[src/rtl/tlp_pkg.sv]
package tlp_pkg;
  localparam int NIB_W  = 4;
  localparam int FIELDS = 3;
  localparam int PTR_W  = NIB_W * FIELDS;
  localparam int BYTE_W = 2 * NIB_W;

  typedef struct packed {
    logic [FIELDS-1:0] wrField;
    logic              incr;
  } ptrCmd_t;
endpackage

[src/rtl/tlp_ctrl.sv]
module tlp_ctrl
  import tlp_pkg::*;
(
  input  logic              clk,
  input  logic              rstN,
  input  logic [FIELDS-1:0] wrField,
  input  logic              rdLow,
  input  logic              rdHigh,
  output ptrCmd_t           cmd,
  output logic              pending,
  output logic              selHigh
);
  logic accept;

  // a read is taken only when no earlier read is still presenting its result
  assign accept = (rdLow | rdHigh) & ~pending;

  always_comb begin
    cmd.wrField = wrField;
    cmd.incr    = accept & rdHigh;
  end

  always_ff @(posedge clk) begin
    if (!rstN) begin
      pending <= 1'b0;
      selHigh <= 1'b0;
    end else begin
      pending <= accept;
      if (accept) selHigh <= rdHigh;
    end
  end
endmodule

[src/rtl/tlp_dpath.sv]
module tlp_dpath
  import tlp_pkg::*;
(
  input  logic              clk,
  input  logic              rstN,
  input  ptrCmd_t           cmd,
  input  logic [NIB_W-1:0]  wrData,
  input  logic              pending,
  input  logic              selHigh,
  input  logic [BYTE_W-1:0] romByte,
  output logic [PTR_W-1:0]  ptr,
  output logic [NIB_W-1:0]  nibOut
);
  logic [PTR_W-1:0] stepped;
  logic [PTR_W-1:0] nextPtr;

  assign stepped = cmd.incr ? ptr + PTR_W'(1) : ptr;

  for (genvar g = 0; g < FIELDS; g++) begin : g_field
    assign nextPtr[g*NIB_W +: NIB_W] =
      cmd.wrField[g] ? wrData : stepped[g*NIB_W +: NIB_W];
  end

  always_ff @(posedge clk) begin
    if (!rstN) ptr <= '0;
    else       ptr <= nextPtr;
  end

  always_comb begin
    if (!pending)     nibOut = '0;
    else if (selHigh) nibOut = romByte[BYTE_W-1:NIB_W];
    else              nibOut = romByte[NIB_W-1:0];
  end
endmodule

[src/rtl/nibble_table_ptr.sv]
module nibble_table_ptr
  import tlp_pkg::*;
(
  input  logic              clk,
  input  logic              rstN,
  input  logic [NIB_W-1:0]  wrData,
  input  logic [FIELDS-1:0] wrField,
  input  logic              rdLow,
  input  logic              rdHigh,
  output logic [PTR_W-1:0]  romAddr,
  input  logic [BYTE_W-1:0] romByte,
  output logic [NIB_W-1:0]  nibOut,
  output logic              nibValid
);
  ptrCmd_t cmd;
  logic    pending;
  logic    selHigh;

  tlp_ctrl u_ctrl (
    .clk(clk), .rstN(rstN), .wrField(wrField), .rdLow(rdLow), .rdHigh(rdHigh),
    .cmd(cmd), .pending(pending), .selHigh(selHigh)
  );

  tlp_dpath u_dpath (
    .clk(clk), .rstN(rstN), .cmd(cmd), .wrData(wrData), .pending(pending),
    .selHigh(selHigh), .romByte(romByte), .ptr(romAddr), .nibOut(nibOut)
  );

  assign nibValid = pending;
endmodule

[config.mk]
export PLATFORM = sky130hd
export DESIGN_NAME = nibble_table_ptr
export DESIGN_NICKNAME = d
export VERILOG_FILES = /design/src/rtl/tlp_pkg.sv /design/src/rtl/tlp_ctrl.sv /design/src/rtl/tlp_dpath.sv /design/src/rtl/nibble_table_ptr.sv
export SDC_FILE = /design/constraint.sdc
export NUM_CORES = 1
export LEC_CHECK = 0
export ABC_AREA = 1
export BUFFER_PORTS_ARGS = -buffer_cell sky130_fd_sc_hd__buf_2
export CORE_ASPECT_RATIO = 1.75
export CORE_MARGIN = 2
export CORE_UTILIZATION = 35
export CTS_CLUSTER_DIAMETER = 150
export DETAILED_ROUTE_END_ITERATION = 8
export HOLD_SLACK_MARGIN = 0.02
export SYNTH_ARGS = -nofsm -noshare
export SYNTH_HDL_FRONTEND = slang
export SYNTH_HIERARCHICAL = 1
export SYNTH_SLANG_ARGS = --single-unit
export TNS_END_PERCENT = 1
[constraint.sdc]
create_clock -name clk -period 1.85 [get_ports clk]
set_input_delay 0.185 -clock clk [delete_from_list [all_inputs] [get_ports clk]]
set_output_delay 0.185 -clock clk [all_outputs]
set_load 0.01 [all_outputs]
==> summary.txt <==
Outcome
  • Outcome: completed

Cells and area
  • Multi-input gate area: 522 µm²
  • Non-Filler Instances: 201
  • Nets: 196
  • Final core occ: 46.1%
  • Reg area: 280 µm²
  • Area Overhead vs Synth: 26.8%
  • Ratio of cells with drive above 1 in the final layout: 26.9%
  • # diodes: 0
  • Fillers: 268

Routing
  • Routed wl met3: 122 µm
  • Final WL: 2500 µm
  • Drt wl/cell: 12.4 µm
  • Routed vias/inst: 4.97
  • DRC: 0
  • Drt initial violations: 33
  • Met2 Wirelength: 1350 µm
  • M1 WL: 1010 µm
  • Top Metal Used: met4
  • Final ANT Viol Nets: 0
  • Detailed Routing Iterations Pass 1: 4
  • Vias: 998

Timing
  • Tmin final: 1.36 ns
  • Final TNS setup: 0 ns
  • Slew @ Worst Pin: 0.383 ns
  • Final Cycle Share: 73.3%
  • RSZ-0062 raised after global routing: false
  • Max-slew violation count: 0
  • FMAX: 738 MHz
  • Clock Skews: 0.00191 ns
  • Final setup vio count: 0
  • Slew headroom: 74.4%
  • Min Hold Slack: 0.187 ns
  • Final hold vios: 0

Synthesis
  • Cells after Synth: 139
  • Count leader, synth: nand2_1
  • Cell taking the most area after synthesis: dfxtp_1
  • Ys Warns: 6
  • Synth area leaders: dfxtp_1, nand2_1, nor2_1
  • Top cells by count, synth: nand2_1, nor2_1, inv_1, dfxtp_1, nand3_1
  • Synth async-reset ratio: 0%
  • Synth unique cells: 23
  • Post-synth EDFFs: 0
  • Syn nets: 159
  • Seq cells post-synth: 14
  • Syn avg cell area: 6.45 µm²
  • Yosys top cell area share: 31.3%
  • Top_reg_cell synth: dfxtp_1
  • Seq/Total Area, Yosys: 31.3%
  • Synth Cell Area: 896 µm²

Power
  • Switch share: 28.1%
  • Leakage: 0.576 nW
  • Comb pwr share: 18.2%
  • IR drop worst, VDD: 421 µV
  • Clock network power share: 37.9%
  • Power per cell area: 699 mW/mm²
  • Sequential Power Share: 43.9%
  • Psw: 0.223 mW
  • Int Power: 0.571 mW

Clock network
  • Cts bufs inserted: 3
  • Root buf cell: clkbuf_8
  • Total number of clock tree sinks: 14
  • CTS H-tree depth: 1
  • CTS Buffer Depth: 2
  • Post-CTS resize count: 0
  • Buffer count from post-CTS setup fixing: 0
  • Skew-Pair Late Insertion Delay: 0.24 ns
  • CTS tree: built
  • Hold_buf cts: 0
  • Worst-path clk slew: 0.06 ns

Placement
  • Gpl congestion: 0.833
  • Port Buf Inserts: 35
  • Hpwl dp: 1990 µm
  • # placed instances: 197

Global routing
  • Initial antenna violation count: 0
  • Largest net degree at the start of global routing: 10
  • Overall Global Routing Usage: 17.4%
  • Vias in the first global route: 1013
  • First-pass GRT wire length: 4100 µm
  • GRT overflow: 0

Die
  • Die height: 70.9 µm
  • Initial Util: 36.4%
  • Die ar.: 0.00300 mm²
  • Core area: 0.00246 mm²
  • Die Wd: 42.2 µm
  • Row count: 24
  • I/O Pins: 36

Critical path
  • Reg2Reg Setup Slack: 0.49 ns
  • Max stage delay on crit path: 0.41 ns
  • Delay-heaviest family, CP: flip-flops
  • Critical Path RT: 2.03 ns
  • CP cell instances: ha_1 -> nand3_2 -> nor2_4 -> xor2_1 -> nand2_1 -> a21oi_2
  • Worst-path maximum fanout: 6
  • Critical Path AT: 1.54 ns
  • Crit Reg-Reg Endpoint: u_dpath/ptr[6]
  • FF-to-FF path depth: 6
  • Crit path max-delay cell type: dfxtp_1
  • Worst setup EP type: flip-flop
  • Worst Path Buf+Inv: 0
  • Startpoint Class: flip-flop
  • Reg2reg start: u_dpath/ptr[0]
  • WS Path Type: reg -> reg

Hold path
  • Hold endpoint: u_dpath/ptr[0]
  • Hold Crit Class: in -> reg
  • Min-Delay Startpoint: rstN
  • Hold depth: 3

Run
  • Max Cap Viol: 0
[worst register-to-register path, stage by stage (launching register included)]
cell	delay [ns]
dfxtp_1	0.41
ha_1	0.23
nand3_2	0.13
nor2_4	0.18
xor2_1	0.16
nand2_1	0.08
a21oi_2	0.11
[stage by stage]
stage               power (mW)  area, µm²  setup slack (ns)
floorplan                0.437        896             0.588
global placement         0.497       1080             0.497
detailed placement       0.499       1080             0.498
CTS                      0.803       1140             0.489
global route             0.837       1140             0.347
finish                   0.794       1140             0.495
[sequential cells by signal, indices dropped and copies added, names as in the netlist]
signal          count
u_ctrl/selHigh      1
u_dpath/ptr        12
u_ctrl/pending      1
[power by group through the flow]
stage	sequential [mW]	combinational [mW]	clock [mW]
after global routing	0.353	0.162	0.322
after floorplan	0.359	0.0783	0
after detailed placement	0.355	0.144	0
final	0.349	0.144	0.301
after global placement	0.355	0.142	0
after CTS	0.349	0.144	0.310
[routing by layer]
layer / vias up / GRT usage, %
li1: 523 / -
met1: 440 / 17.7
met2: 33 / 32.1
met3: 2 / 2.30
met4: 0 / 10.4
met5: - / 0
[how the worst max path moves through the flow]
| stage | startpoint | endpoint | slack (ns) | cells after the start |
|---|---|---|---|---|
| 2_1_floorplan | u_dpath/ptr[0] | u_dpath/ptr[6] | 0.59 | 6 |
| 6_report | u_dpath/ptr[0] | u_dpath/ptr[6] | 0.49 | 6 |
| 3_5_place_dp | u_dpath/ptr[0] | u_dpath/ptr[6] | 0.50 | 6 |
| 4_1_cts | u_dpath/ptr[0] | u_dpath/ptr[6] | 0.49 | 6 |
| 3_3_place_gp | u_dpath/ptr[0] | u_dpath/ptr[6] | 0.50 | 6 |
| 5_1_grt | u_ctrl/pending | u_dpath/ptr[8] | 0.35 | 7 |
[layout by cell type, fill, tap and decap left out]
cell type   n
o21ai_1     2
o211ai_1    1
o21ai_0     5
nor2_2      2
inv_1      18
a31oi_1     2
dfxtp_1    14
inv_2       1
nor2_1     19
clkbuf_8    4
nand2_1    33
nand3_2     1
xnor2_1     1
a21oi_2     2
nor2_4      1
nand4_1     1
ha_1        1
xor2_1      3
a22oi_1     7
a21oi_1     7
nand2_2     1
nand3_1    13
buf_2      35
a21o_1      1
[logic make-up (layout without fill, tap and decap cells)]
group                    count (synthesis)  count (layout)  synth area share, %
adder cells (fa/ha/maj)                  1               1                 1.40
buffers and inverters                   22              58                 10.5
AND/OR/NAND/NOR                         71              71                 34.2
AO/OA/AOI/OAI                           27              27                 18.7
flip-flops                              14              14                 31.3
XOR/XNOR                                 4               4                 3.91
[final cells by class]
cell class | instances | share of cell area (%)
Multi-Input combinational cell | 103 | 45.9
Sequential cell | 14 | 24.7
Timing Repair Buffer | 35 | 15.4
Inverter | 19 | 6.28
Clock buffer | 4 | 4.85
Tap cell | 26 | 2.86
Power figures use the tool's default switching activity.
